[src/rtl/ubg_pkg.sv]
package ubg_pkg;

    typedef enum logic [1:0] {
        SER_SYNC   = 2'd0,
        SER_ASYNC1 = 2'd1,
        SER_FIXED  = 2'd2,
        SER_ASYNC3 = 2'd3
    } ser_mode_e;

    localparam int MODE_REG_W = 8;
    localparam int BIT_FEDET  = 0;
    localparam int BIT_RATE   = 1;
    localparam int BIT_IRQEN  = 2;

    typedef struct packed {
        logic upper_mode;
        logic fedet;
        logic rate;
        logic irq_en;
        logic fe_flag;
        logic irq;
    } ctl_state_t;

endpackage

[src/rtl/ubg_phase_acc.sv]
module ubg_phase_acc #(
    parameter int PHASE_W = 16
) (
    input  logic               clk_i,
    input  logic               rst_ni,
    input  logic               we_i,
    input  logic [PHASE_W-1:0] wdata_i,
    output logic [PHASE_W-1:0] step_o,
    output logic               pulse_o
);

    typedef struct packed {
        logic [PHASE_W-1:0] step;
        logic [PHASE_W-1:0] sum;
        logic               pulse;
    } acc_state_t;

    acc_state_t st_d, st_q;
    logic [PHASE_W:0] wide_sum;

    always_comb begin
        st_d     = st_q;
        wide_sum = {1'b0, st_q.sum} + {1'b0, st_q.step};
        st_d.sum   = wide_sum[PHASE_W-1:0];
        st_d.pulse = wide_sum[PHASE_W];
        if (we_i) begin
            st_d.step = wdata_i;
        end
    end

    always_ff @(posedge clk_i or negedge rst_ni) begin
        if (!rst_ni) begin
            st_q <= '0;
        end else begin
            st_q <= st_d;
        end
    end

    assign step_o  = st_q.step;
    assign pulse_o = st_q.pulse;

endmodule

[src/rtl/ubg_ratio_div.sv]
module ubg_ratio_div
    import ubg_pkg::*;
#(
    parameter int RATIO_ASYNC_FAST = 16,
    parameter int RATIO_FIXED_FAST = 32,
    parameter int RATIO_SLOW       = 64
) (
    input  logic      clk_i,
    input  logic      rst_ni,
    input  ser_mode_e mode_i,
    input  logic      rate_i,
    input  logic      pulse_i,
    output logic      tick_o
);

    localparam int CNT_W = $clog2(RATIO_SLOW);
    localparam logic [CNT_W-1:0] LAST_ASYNC_FAST = CNT_W'(RATIO_ASYNC_FAST - 1);
    localparam logic [CNT_W-1:0] LAST_FIXED_FAST = CNT_W'(RATIO_FIXED_FAST - 1);
    localparam logic [CNT_W-1:0] LAST_SLOW       = CNT_W'(RATIO_SLOW - 1);

    typedef struct packed {
        logic [CNT_W-1:0] cnt;
        logic             tick;
    } div_state_t;

    div_state_t       st_d, st_q;
    logic             advance;
    logic [CNT_W-1:0] last;

    always_comb begin
        case (mode_i)
            SER_FIXED:  advance = 1'b1;
            SER_ASYNC1,
            SER_ASYNC3: advance = pulse_i;
            default:    advance = 1'b0;
        endcase
        if (mode_i == SER_FIXED) begin
            last = rate_i ? LAST_FIXED_FAST : LAST_SLOW;
        end else begin
            last = rate_i ? LAST_ASYNC_FAST : LAST_SLOW;
        end
    end

    always_comb begin
        st_d      = st_q;
        st_d.tick = 1'b0;
        if (mode_i == SER_SYNC) begin
            st_d.cnt = '0;
        end else if (advance) begin
            if (st_q.cnt >= last) begin
                st_d.cnt  = '0;
                st_d.tick = 1'b1;
            end else begin
                st_d.cnt = st_q.cnt + 1'b1;
            end
        end
    end

    always_ff @(posedge clk_i or negedge rst_ni) begin
        if (!rst_ni) begin
            st_q <= '0;
        end else begin
            st_q <= st_d;
        end
    end

    assign tick_o = st_q.tick;

endmodule

[src/rtl/ubg_ctl_regs.sv]
module ubg_ctl_regs
    import ubg_pkg::*;
(
    input  logic                  clk_i,
    input  logic                  rst_ni,
    input  logic                  mode_we_i,
    input  logic [MODE_REG_W-1:0] mode_wdata_i,
    input  logic                  ctl7_we_i,
    input  logic                  ctl7_wdata_i,
    input  logic                  sm1_i,
    input  logic                  fe_set_i,
    input  logic                  ri_i,
    input  logic                  ti_i,
    output logic [MODE_REG_W-1:0] mode_rdata_o,
    output logic                  ctl7_rdata_o,
    output ser_mode_e             ser_mode_o,
    output logic                  rate_o,
    output logic                  fedet_o,
    output logic                  fe_flag_o,
    output logic                  irq_o
);

    ctl_state_t st_d, st_q;

    always_comb begin
        st_d = st_q;
        if (mode_we_i) begin
            st_d.fedet  = mode_wdata_i[BIT_FEDET];
            st_d.rate   = mode_wdata_i[BIT_RATE];
            st_d.irq_en = mode_wdata_i[BIT_IRQEN];
        end
        if (ctl7_we_i && !st_q.fedet) begin
            st_d.upper_mode = ctl7_wdata_i;
        end
        if (fe_set_i) begin
            st_d.fe_flag = 1'b1;
        end else if (ctl7_we_i && st_q.fedet) begin
            st_d.fe_flag = ctl7_wdata_i;
        end
        st_d.irq = st_q.irq_en && (ri_i || ti_i);
    end

    always_ff @(posedge clk_i or negedge rst_ni) begin
        if (!rst_ni) begin
            st_q <= '0;
        end else begin
            st_q <= st_d;
        end
    end

    always_comb begin
        mode_rdata_o            = '0;
        mode_rdata_o[BIT_FEDET] = st_q.fedet;
        mode_rdata_o[BIT_RATE]  = st_q.rate;
        mode_rdata_o[BIT_IRQEN] = st_q.irq_en;
    end

    assign ctl7_rdata_o = st_q.fedet ? st_q.fe_flag : st_q.upper_mode;
    assign ser_mode_o   = ser_mode_e'({st_q.upper_mode, sm1_i});
    assign rate_o       = st_q.rate;
    assign fedet_o      = st_q.fedet;
    assign fe_flag_o    = st_q.fe_flag;
    assign irq_o        = st_q.irq;

endmodule

[src/rtl/uart_baud_phase_gen.sv]
module uart_baud_phase_gen
    import ubg_pkg::*;
#(
    parameter int PHASE_W          = 16,
    parameter int RATIO_ASYNC_FAST = 16,
    parameter int RATIO_FIXED_FAST = 32,
    parameter int RATIO_SLOW       = 64
) (
    input  logic                  clk_i,
    input  logic                  rst_ni,
    input  logic                  phase_we_i,
    input  logic [PHASE_W-1:0]    phase_wdata_i,
    output logic [PHASE_W-1:0]    phase_o,
    input  logic                  mode_we_i,
    input  logic [MODE_REG_W-1:0] mode_wdata_i,
    output logic [MODE_REG_W-1:0] mode_rdata_o,
    input  logic                  ctl7_we_i,
    input  logic                  ctl7_wdata_i,
    output logic                  ctl7_rdata_o,
    input  logic                  sm1_i,
    input  logic                  fe_set_i,
    input  logic                  ri_i,
    input  logic                  ti_i,
    output logic                  baud_o,
    output logic                  tick_o,
    output logic                  irq_o
);

    ser_mode_e ser_mode;
    logic      rate_sel;
    logic      fedet;
    logic      fe_flag;

    ubg_phase_acc #(
        .PHASE_W (PHASE_W)
    ) acc_i (
        .clk_i   (clk_i),
        .rst_ni  (rst_ni),
        .we_i    (phase_we_i),
        .wdata_i (phase_wdata_i),
        .step_o  (phase_o),
        .pulse_o (baud_o)
    );

    ubg_ctl_regs regs_i (
        .clk_i        (clk_i),
        .rst_ni       (rst_ni),
        .mode_we_i    (mode_we_i),
        .mode_wdata_i (mode_wdata_i),
        .ctl7_we_i    (ctl7_we_i),
        .ctl7_wdata_i (ctl7_wdata_i),
        .sm1_i        (sm1_i),
        .fe_set_i     (fe_set_i),
        .ri_i         (ri_i),
        .ti_i         (ti_i),
        .mode_rdata_o (mode_rdata_o),
        .ctl7_rdata_o (ctl7_rdata_o),
        .ser_mode_o   (ser_mode),
        .rate_o       (rate_sel),
        .fedet_o      (fedet),
        .fe_flag_o    (fe_flag),
        .irq_o        (irq_o)
    );

    ubg_ratio_div #(
        .RATIO_ASYNC_FAST (RATIO_ASYNC_FAST),
        .RATIO_FIXED_FAST (RATIO_FIXED_FAST),
        .RATIO_SLOW       (RATIO_SLOW)
    ) div_i (
        .clk_i   (clk_i),
        .rst_ni  (rst_ni),
        .mode_i  (ser_mode),
        .rate_i  (rate_sel),
        .pulse_i (baud_o),
        .tick_o  (tick_o)
    );

endmodule

[config.mk]
export PLATFORM = sky130hd
export DESIGN_NAME = uart_baud_phase_gen
export DESIGN_NICKNAME = d
export VERILOG_FILES = /design/src/rtl/ubg_pkg.sv /design/src/rtl/ubg_phase_acc.sv /design/src/rtl/ubg_ratio_div.sv /design/src/rtl/ubg_ctl_regs.sv /design/src/rtl/uart_baud_phase_gen.sv
export SDC_FILE = /design/constraint.sdc
export NUM_CORES = 1
export LEC_CHECK = 0
export BUFFER_PORTS_ARGS = -buffer_cell sky130_fd_sc_hd__buf_2
export CAP_MARGIN = 5
export CORE_MARGIN = 1
export CORE_UTILIZATION = 40
export CTS_CLUSTER_DIAMETER = 150
export DETAILED_ROUTE_END_ITERATION = 10
export SLEW_MARGIN = 20
export SYNTH_ARGS = -nofsm -noshare
export SYNTH_HDL_FRONTEND = slang
export SYNTH_SLANG_ARGS = --single-unit
[constraint.sdc]
create_clock -name clk_i -period 5.4 [get_ports clk_i]
set_input_delay 0.54 -clock clk_i [delete_from_list [all_inputs] [get_ports clk_i]]
set_output_delay 0.54 -clock clk_i [all_outputs]
set_load 0.01 [all_outputs]
* Word level (Yosys, flattened, before mapping)
Cells that the tools add are included.
Word-level totals: register bits 46, input port bits 34, output and inout port bits 28, logic and storage cells 38
Operators by class: add/sub/neg operators 2, $lt $le $gt $ge 1, eq/ne operators 3, mux-type cells 12, reductions and logical operators 9
Operators with widths (number):
- two-way mux 6 bit | 5
- adder 16 x 16 -> 17 bit | 1
- two-way mux 7 bit | 1
- adder 6 x 1 -> 6 bit (second input constant) | 1
- >= comparator 6 bit | 1
- two-way mux 1 bit | 5
- equality test 2 bit (second input constant) | 2
- nonzero test 2 bit | 2
- logical AND 1 bit | 3
- equality test 2 x 1 -> 1 bit (second input constant) | 1
- zero test 2 bit | 1
- case mux 1 bit (2 select lines) | 1
- OR reduction 2 bit | 1
- zero test 1 bit | 1
- logical OR 1 bit | 1

* Logic depth before layout (Yosys ltp)
Gate-level depths: netlist of run 1.
depth in word-level cells 6, mapped depth 8, mapped depth without buffers 8

* Cells and area by module
Synthesis of run 1 repeated with hierarchy kept, for this count alone.
Second synthesis, totals: cells, all modules 243, area total of the unflattened synthesis 2710.1 um2
Modules (own cells, without submodules):
- ubg_phase_acc | times used 1, cells an instance 177, area each 1990.7 um2, seq. area each 825.8 um2
- ubg_ratio_div | times used 1, cells an instance 42, area each 417.9 um2, seq. area each 175.2 um2
- ubg_ctl_regs | times used 1, cells an instance 24, area each 301.5 um2, seq. area each 150.1 um2

* Worst setup path before layout of run 1
Ideal clock, no wire load.
path kind flip-flop to flip-flop, start register acc_i.st_q (netlist bit acc_i.step_o[7]), end register acc_i.st_q (netlist bit acc_i.pulse_o), library setup time 131 ps, arrival 1815 ps, data required time 5269 ps, setup slack 3455 ps, stages on the path, launching flop included 7, path buffers 0, period minus slack after synthesis 1945 ps, cell sequence dfrtp_1 ha_1 a211o_1 a31o_1 o31a_1 o22ai_2 o21ai_0
RTL lines:
- start: declaration | line ubg_phase_acc.sv:18 | acc_state_t st_d, st_q;
- start signal: assignment | line ubg_phase_acc.sv:35 | st_q <= st_d;

==> flow_metrics.py, run 1 <==
metrics = {
    "logic_synthesis": {
        "synth-seq-cells": 46,
        "synthFlopType": "dfrtp_1",
        "synth_largest_area_cell": "dfrtp_1",
        "ys_top_cells_by_area": "dfrtp_1, mux2_2, ha_1, buf_4, xnor2_1",
        "ys_warn_count": 0,
        "synth_edf_count": 0,
        "yosysSeqAreaShare": 0.444,
        "yosysTopAreaCellShare": 0.444,
        "async_flop_share": 1.00,
        "ys_types": 45,
        "synthCells": 230,
        "netlist_area_sq_um": 2590,
        "synth_area_per_cell_sq_um": 11.3,
    },
    "timing": {
        "final-hold-violation-count": 0,
        "min_period_ns": 2.12,
        "final.setup.tns_ns": 0,
        "max_freq_ghz": 0.472,
        "post-route-period-util": 0.392,
        "setup_violations": 0,
        "rsz0062_at_grt": "false",
        "worst_pin_slew_ns": 0.594,
        "drv_slew": 0,
        "clock_skew_ns": 0.00407,
        "relSlewSlack": 0.604,
    },
    "critical_path": {
        "rr_startpoint": "acc_i.step_o[7]",
        "worstPathArrival_ns": 2.29,
        "worst_r2r_path_depth": 6,
        "rr_endpoint": "acc_i.st_q[15]",
        "crit_path_start_kind": "register",
        "cp_max_fo": 6,
        "worstPathRequired_ns": 5.58,
        "endpoint_kind": "register",
        "critical_path_class": "register to register",
        "r2r_setup_slack_ns": 3.28,
    },
    "global_route": {
        "grt_antenna_before_repair": 0,
        "grt_max_degree": 47,
        "grt_pass1_wl_microns": 7970,
        "grt.total_usage": 0.156,
        "grt_overflow_total": 0,
        "grt_pass1_vias": 1758,
    },
    "placement": {
        "dp_hpwl_microns": 3320,
        "io_buffers": 51,
        "gp_congestion": 0.807,
    },
    "route": {
        "drtPass1Iterations": 4,
        "wl_microns": 4490,
        "vias": 1791,
        "antenna_left": 0,
        "viasPerCell": 5.24,
        "drt_iter0_drc": 57,
        "remaining_drc_errors": 0,
        "detail_route.wl_per_cell_microns": 13.1,
    },
    "finish": {
        "num_antenna_cells": 0,
        "fin_util": 0.469,
        "drive_gt1_frac": 0.322,
        "area_delta_synth_final_pct": 10.4,
        "final_cell_mix": "buf_2, dfrtp_1, mux2_2",
        "final_common_cell": "buf_2",
        "fillers": 600,
        "fin_nets": 320,
    },
    "floorplanning": {
        "fp.dieH_microns": 82.5,
        "dieArea_sq_um": 6800,
        "initial_utilization": 0.425,
        "num_rows": 28,
        "core_sq_um": 6100,
        "die_x_microns": 82.5,
        "io_pins": 62,
    },
    "clocking": {
        "clkTransAtPathRegs_ns": 0.09,
        "cts_hold_buf": 0,
        "htreeDepth": 2,
        "cts_tree": "yes",
        "cts-root-buf": "clkbuf_8",
        "cts_inserted_buffers": 5,
        "clockBufferDepth": 2,
        "cts_sinks": 46,
        "post-cts-setup-buffers": 0,
        "clk_latency_ns": 0.30,
        "cts_resized": 0,
    },
    "outcome": {
        "status": "complete, no violations",
    },
    "worst_hold_path": {
        "min_path_type": "input port to async pin",
    },
    "power_and_ir_drop": {
        "ir_drop_mv": 0.184,
        "leakagePower_nw": 1.33,
        "power_density_nw_per_um2": 488,
    },
    "run": {
        "cap_violations": 0,
    },
}
-- synth_stat cells, drive strengths merged (4+ instances only) --
cell    instances
mux2           22
nand2           7
nand3           4
ha             19
a21oi          13
a31oi           4
o21ai           7
xnor2          10
o21a            4
o211ai          5
dfrtp          46
buf            23
nor2           10
nand2b          5
-- worst max path at each step --
stage	from	to
finish	acc_i.step_o[7]	acc_i.st_q[15]
floorplan	acc_i.step_o[7]	acc_i.pulse_o
detailed placement	sm1_i	div_i.st_q[6]
global placement	sm1_i	div_i.st_q[6]
CTS	acc_i.step_o[0]	acc_i.st_q[15]
global route	acc_i.step_o[0]	acc_i.st_q[15]
-- routing by layer --
| layer | vias up | track usage | part of all wire |
|---|---|---|---|
| met4 | 0 | 0.0474 | 0.013 |
| li1 | 884 | - | - |
| met1 | 865 | 0.202 | 0.46 |
| met3 | 6 | 0.0363 | 0.037 |
| met2 | 36 | 0.256 | 0.49 |
| met5 | - | 0 | 0 |
-- report_power, final --
part	switching, W	internal [W]
Clock	0.000118	0.0000915
Sequential	0.0000499	0.000447
Combinational	0.000366	0.000325
-- area by class of cell --
class                      count  area [sq um]  area share
tap                           75          93.8      0.0328
sequential                    46          1150       0.402
inverter                       3          11.3     0.00394
clock buffer                   6          72.6      0.0254
timing repair buffer          51           258      0.0901
clock inverter                 2          13.8     0.00481
multi-input combinational    159          1260       0.441
-- kinds of logic after synthesis --
group,synth area share
and+or+nand+nor,0.0802
buffers and inverters,0.0753
other,0.00145
adders and majority gates,0.0995
muxes,0.107
DFF,0.444
AOI/OAI and AO/OA,0.152
xor gates and xnor gates,0.0406
-- worst max-delay path, stage by stage (launching register included) --
cell and delay [ns]:
dfrtp_1 0.40, ha_1 0.38, a211o_1 0.35, a31o_1 0.24
o31a_1 0.29, o22ai_2 0.22, o31ai_1 0.13
-- flip-flops by register name, summed over array words and instances, names as in the netlist --
signal,flops
regs_i.rate_o,1
regs_i.fedet_o,1
acc_i.st_q,16
regs_i.irq_o,1
acc_i.step_o,16
regs_i.fe_flag_o,1
regs_i.mode_rdata_o,1
div_i.st_q,6
div_i.tick_o,1
acc_i.pulse_o,1
regs_i.ser_mode_o,1
-- through the flow --
step,instances,power (W),area (sq um),hold slack (ns),worst slack (ns)
global route,342,0.00154,2860,0.281,3.12
floorplan,234,0.00106,2610,0.244,3.45
CTS,342,0.00141,2860,0.427,3.27
global placement,334,0.00118,2770,0.454,3.15
finish,342,0.00140,2860,0.234,3.28
detailed placement,334,0.00120,2770,0.460,3.12
No activity file was read; power rests on OpenSTA's default activity.
==> run 2, diff against run 1 <==
--- a/config.mk
+++ b/config.mk
@@ -5,6 +5,7 @@
 export SDC_FILE = /design/constraint.sdc
 export NUM_CORES = 1
 export LEC_CHECK = 0
+export ABC_AREA = 1
 export BUFFER_PORTS_ARGS = -buffer_cell sky130_fd_sc_hd__buf_2
 export CAP_MARGIN = 5
 export CORE_MARGIN = 1
==> constraint.sdc (replaced) <==
create_clock -name clk_i -period 1.8 [get_ports clk_i]
set_input_delay 0.18 -clock clk_i [delete_from_list [all_inputs] [get_ports clk_i]]
set_output_delay 0.18 -clock clk_i [all_outputs]
set_load 0.01 [all_outputs]
==> flow_metrics.py, run 2 <==
metrics = {
    "outcome": {
        "status": "complete, no violations",
    },
    "critical_path": {
        "critical_path_class": "register to register",
        "worstPathArrival_ns": 1.83,
        "crit_path_start_kind": "register",
        "cp_common_cell": "nand2_1",
        "worstPathRequired_ns": 1.99,
        "crit_chain": "ha_1, fa_2, nand2_1, nand2_1, nand3b_1, nand2_2, nand2_1, nand2_1, nand2_1, nand2_1",
        "rr_endpoint": "acc_i.st_q[15]",
        "worst_r2r_path_depth": 10,
        "cpPeakStageDelay_ns": 0.40,
        "worst-path-buf-inv": 0,
        "cp_max_fo": 3,
        "crit_slowest_cell": "dfrtp_1",
        "r2r_setup_slack_ns": 0.16,
        "endpoint_kind": "register",
        "critPathTopFamily": "adder cells",
        "rr_startpoint": "acc_i.step_o[0]",
    },
    "logic_synthesis": {
        "netlist_area_sq_um": 2800,
        "ys_warn_count": 0,
        "yosysTopAreaCellShare": 0.411,
        "synthCells": 330,
        "yosysSeqAreaShare": 0.411,
        "synth.top_cells.by_count": "nand2_1, dfrtp_1, inv_1, buf_4, ha_1",
        "ys_top_cells_by_area": "dfrtp_1, nand2_1, ha_1, buf_4, inv_1",
        "synth_largest_area_cell": "dfrtp_1",
        "async_flop_share": 1.00,
        "synth-seq-cells": 46,
        "ys_types": 31,
        "synth_most_common_cell": "nand2_1",
        "synthFlopType": "dfrtp_1",
        "synth_area_per_cell_sq_um": 8.49,
        "synth_edf_count": 0,
    },
    "route": {
        "antenna_left": 0,
        "drt_iter0_drc": 62,
        "drtPass1Iterations": 4,
        "wl_microns": 5000,
        "detail_route.wl_per_cell_microns": 10.7,
        "viasPerCell": 4.38,
        "vias": 2041,
        "remaining_drc_errors": 0,
    },
    "timing": {
        "rsz0062_at_grt": "false",
        "clock_skew_ns": 0.00547,
        "post-route-period-util": 0.913,
        "hold_ws_ns": 0.0837,
        "setup_violations": 0,
        "final.setup.tns_ns": 0,
        "drv_slew": 0,
        "setup_slack_ns": 0.157,
        "min_period_ns": 1.64,
        "relSlewSlack": 0.643,
        "max_freq_ghz": 0.609,
        "final-hold-violation-count": 0,
        "worst_pin_slew_ns": 0.535,
    },
    "power_and_ir_drop": {
        "leakagePower_nw": 1.70,
        "power_density_nw_per_um2": 1400,
        "report.power.total_w": 0.00437,
        "ir_drop_mv": 0.790,
    },
    "clocking": {
        "cts_inserted_buffers": 5,
        "post-cts-setup-buffers": 0,
        "htreeDepth": 2,
        "cts_tree": "yes",
        "clkTransAtPathRegs_ns": 0.09,
        "clk_latency_ns": 0.29,
        "clockBufferDepth": 2,
        "cts-root-buf": "clkbuf_8",
        "cts_sinks": 46,
    },
    "placement": {
        "io_buffers": 51,
        "gp_congestion": 0.835,
        "dp_hpwl_microns": 3950,
        "place_ws_ns": 0.0666,
    },
    "finish": {
        "final_common_cell": "nand2_1",
        "drive_gt1_frac": 0.254,
        "num_antenna_cells": 0,
        "fin_nets": 423,
        "final_cell_mix": "nand2_1, buf_2, dfrtp_1",
        "area_delta_synth_final_pct": 11.7,
        "fin_util": 0.461,
        "fillers": 690,
    },
    "floorplanning": {
        "fp.dieH_microns": 85.7,
        "die_x_microns": 85.7,
        "initial_utilization": 0.413,
        "core_sq_um": 6790,
        "dieArea_sq_um": 7350,
        "num_rows": 30,
        "io_pins": 62,
    },
    "worst_hold_path": {
        "whs_path_depth": 3,
        "hold_start": "fe_set_i",
        "whs_endpoint": "regs_i.fe_flag_o",
        "min_path_type": "input port to register",
    },
    "global_route": {
        "grt.total_usage": 0.148,
        "grt_overflow_total": 0,
        "grt_pass1_wl_microns": 8500,
        "grt_pass1_vias": 1940,
        "grt_antenna_before_repair": 0,
        "grt_max_degree": 25,
    },
    "run": {
        "cap_violations": 0,
    },
}
==> run 2: changes by cell type after synthesis, sizes merged, moves of 4 or more <==
| cell | previous run | this run |
|---|---|---|
| nand2b | 5 | 0 |
| o21a | 4 | 0 |
| mux2 | 22 | 16 |
| o211ai | 5 | 0 |
| xnor2 | 10 | 2 |
| nand3 | 4 | 11 |
| nand2 | 7 | 103 |
| nor2 | 10 | 17 |
| inv | 3 | 48 |
| xor2 | 2 | 9 |
==> run 2: kinds of logic after synthesis <==
| kind of cell | Yosys count | share of synthesized area |
|---|---|---|
| AOI/OAI and AO/OA | 22 | 0.0438 |
| xor gates and xnor gates | 11 | 0.0344 |
| muxes | 16 | 0.0643 |
| and+or+nand+nor | 141 | 0.223 |
| buffers and inverters | 73 | 0.130 |
| adders and majority gates | 20 | 0.0920 |
| DFF | 46 | 0.411 |
| other | 1 | 0.00134 |
==> run 2: worst reg2reg max path, cell delays in order, from the launching register on <==
cell and delay, ns:
dfrtp_1 0.40, ha_1 0.23, fa_2 0.35, nand2_1 0.07, nand2_1 0.06, nand3b_1 0.10, nand2_2 0.08, nand2_1 0.09
nand2_1 0.05, nand2_1 0.06, nand2_1 0.04
==> run 2: layout make-up <==
type,instances,area (sq um),share of cell area
Multi-Input combinational cell,215,1310,0.418
Sequential cell,46,1150,0.368
Timing Repair Buffer,53,285,0.0911
Inverter,48,180,0.0575
Tap cell,96,120,0.0384
Clock buffer,6,72.6,0.0232
Clock inverter,2,13.8,0.00439
==> run 2: per-stage QoR <==
step	instances	cell area, sq um
floorplan	334	2820
global placement	457	3030
detailed placement	457	3030
CTS	466	3120
global route	466	3130
finish	466	3130
==> run 2: routing by layer <==
metal	part of all wire	vias to the layer above	track usage
met5	0	-	0
met4	0.0092	0	0.0470
met3	0.046	4	0.0337
met2	0.45	42	0.243
met1	0.50	915	0.194
li1	-	1080	-
==> run 2: worst max path at each step <==
| stage | startpoint | to | slack [ns] | depth (start not counted) |
|---|---|---|---|---|
| 2_1_floorplan | acc_i.step_o[0] | acc_i.st_q[9] | 0.20 | 8 |
| 3_3_place_gp | acc_i.step_o[0] | acc_i.st_q[11] | 0.09 | 10 |
| 3_5_place_dp | acc_i.step_o[0] | acc_i.st_q[15] | 0.07 | 10 |
| 4_1_cts | acc_i.step_o[0] | acc_i.st_q[15] | 0.05 | 10 |
| 5_1_grt | acc_i.step_o[0] | acc_i.st_q[15] | 0.03 | 10 |
| 6_report | acc_i.step_o[0] | acc_i.st_q[15] | 0.16 | 10 |
==> run 2: where the power goes <==
group / internal, W / switching, W
registers: 0.00135 / 0.000157
clock network: 0.000274 / 0.000343
logic: 0.000881 / 0.00137
==> run 2: timing repair <==
action,in CTS,in global routing
endpoints found under the hold margin,22,0
hold buffers,1,0
setup endpoints to repair,0,4
gates resized for setup,0,3
==> run 3, diff against run 2 <==
--- a/config.mk
+++ b/config.mk
@@ -12,6 +12,7 @@
 export CORE_UTILIZATION = 40
 export CTS_CLUSTER_DIAMETER = 150
 export DETAILED_ROUTE_END_ITERATION = 10
+export MAX_ROUTING_LAYER = met4
 export SLEW_MARGIN = 20
 export SYNTH_ARGS = -nofsm -noshare
 export SYNTH_HDL_FRONTEND = slang
==> flow_metrics.py, run 3 (synthesized netlist as in run 2, its figures left out) <==
metrics = {
    "finish": {
        "final_cell_mix": "nand2_1, buf_2, dfrtp_1",
        "fin_util": 0.461,
        "fin_nets": 423,
        "final_common_cell": "nand2_1",
        "drive_gt1_frac": 0.254,
        "area_delta_synth_final_pct": 11.7,
        "num_antenna_cells": 0,
        "fillers": 690,
    },
    "floorplanning": {
        "core_sq_um": 6790,
        "io_pins": 62,
        "initial_utilization": 0.413,
        "num_rows": 30,
        "dieArea_sq_um": 7350,
        "fp.dieH_microns": 85.7,
        "die_x_microns": 85.7,
    },
    "placement": {
        "io_buffers": 51,
        "place_ws_ns": 0.0666,
        "dp_hpwl_microns": 3950,
        "gp_congestion": 0.847,
    },
    "global_route": {
        "grt.total_usage": 0.152,
        "grt_pass1_vias": 1942,
        "grt_max_degree": 25,
        "grt_overflow_total": 0,
        "grt_pass1_wl_microns": 8490,
        "grt_antenna_before_repair": 0,
    },
    "timing": {
        "clock_skew_ns": 0.00548,
        "hold_ws_ns": 0.0838,
        "post-route-period-util": 0.913,
        "final.setup.tns_ns": 0,
        "relSlewSlack": 0.643,
        "setup_slack_ns": 0.157,
        "final-hold-violation-count": 0,
        "drv_slew": 0,
        "max_freq_ghz": 0.609,
        "rsz0062_at_grt": "false",
        "min_period_ns": 1.64,
        "setup_violations": 0,
        "worst_pin_slew_ns": 0.535,
    },
    "critical_path": {
        "crit_path_start_kind": "register",
        "worstPathRequired_ns": 1.99,
        "critical_path_class": "register to register",
        "crit_slowest_cell": "dfrtp_1",
        "cp_common_cell": "nand2_1",
        "critPathTopFamily": "adder cells",
        "worst-path-buf-inv": 0,
        "cp.depth": 10,
        "cp_max_fo": 3,
        "crit_chain": "ha_1, fa_2, nand2_1, nand2_1, nand3b_1, nand2_2, nand2_1, nand2_1, nand2_1, nand2_1",
        "worstPathArrival_ns": 1.83,
        "worst_r2r_path_depth": 10,
        "cpPeakStageDelay_ns": 0.40,
        "endpoint_kind": "register",
    },
    "clocking": {
        "post-cts-setup-buffers": 0,
        "cts_sinks": 46,
        "clk_latency_ns": 0.29,
        "htreeDepth": 2,
        "cts_tree": "yes",
        "cts-root-buf": "clkbuf_8",
        "cts_inserted_buffers": 5,
        "clkTransAtPathRegs_ns": 0.09,
        "clockBufferDepth": 2,
    },
    "power_and_ir_drop": {
        "leakagePower_nw": 1.70,
        "ir_drop_mv": 0.790,
        "power_density_nw_per_um2": 1400,
    },
    "run": {
        "cap_violations": 0,
    },
    "route": {
        "detail_route.wl_per_cell_microns": 10.7,
        "viasPerCell": 4.38,
        "drtPass1Iterations": 4,
        "remaining_drc_errors": 0,
        "wl_microns": 5000,
        "antenna_left": 0,
        "drt_iter0_drc": 53,
        "vias": 2041,
    },
    "worst_hold_path": {
        "min_path_type": "input port to register",
        "whs_path_depth": 3,
    },
    "outcome": {
        "status": "complete, no violations",
    },
}
[run 3: stage by stage]
stage	cells	cell area [sq um]	power, W
after floorplan	334	2820	0.00333
after global placement	457	3030	0.00373
after detailed placement	457	3030	0.00378
after CTS	466	3120	0.00442
after global routing	466	3130	0.00483
final	466	3130	0.00437
[run 3: per-layer routing]
layer / GRT usage / wire length [microns]
met1: 0.194 / 2500
met2: 0.243 / 2230
met5: - / 0
met4: 0.0470 / 46
met3: 0.0337 / 229
[run 3: path summary, 6_finish.rpt]
kind	from	endpoint	slack, ns
worst max-delay path	acc_i.step_o[0]	acc_i.st_q[15]	0.16
worst min-delay path	fe_set_i	regs_i.fe_flag_o	0.08
worst max register to register	acc_i.step_o[0]	acc_i.st_q[15]	0.16
worst min register to register	acc_i.st_q[1]	acc_i.st_q[1]	0.48
max in group asynchronous	rst_ni	acc_i.step_o[11]	0.89
min in group asynchronous	rst_ni	div_i.st_q[6]	0.39
[run 3: layout make-up]
cell class | count | area [sq um] | share of cell area
inverter | 48 | 180 | 0.0575
timing repair buffer | 53 | 285 | 0.0911
sequential | 46 | 1150 | 0.368
clock buffer | 6 | 72.6 | 0.0232
clock inverter | 2 | 13.8 | 0.00439
tap | 96 | 120 | 0.0384
multi-input combinational | 215 | 1310 | 0.418
[run 3: worst reg2reg max path, delay by kind of cell, from the launching register on]
kind | cells | cell delay (ns)
adders and majority gates | 2 | 0.58
and+or+nand+nor | 8 | 0.55
DFF | 1 | 0.40
[run 3: where the power goes]
group	switching, W	leakage [nW]	internal, W
Sequential	0.000157	0.551	0.00135
Combinational	0.00137	1.11	0.000881
Clock	0.000343	0.0452	0.000274
Total	0.00187	1.70	0.00250
[run 3: what timing repair did]
item	CTS	global route
hold buffers	1	0
endpoints found under the setup margin	0	4
endpoints found under the hold margin	22	0
resized for setup	0	3
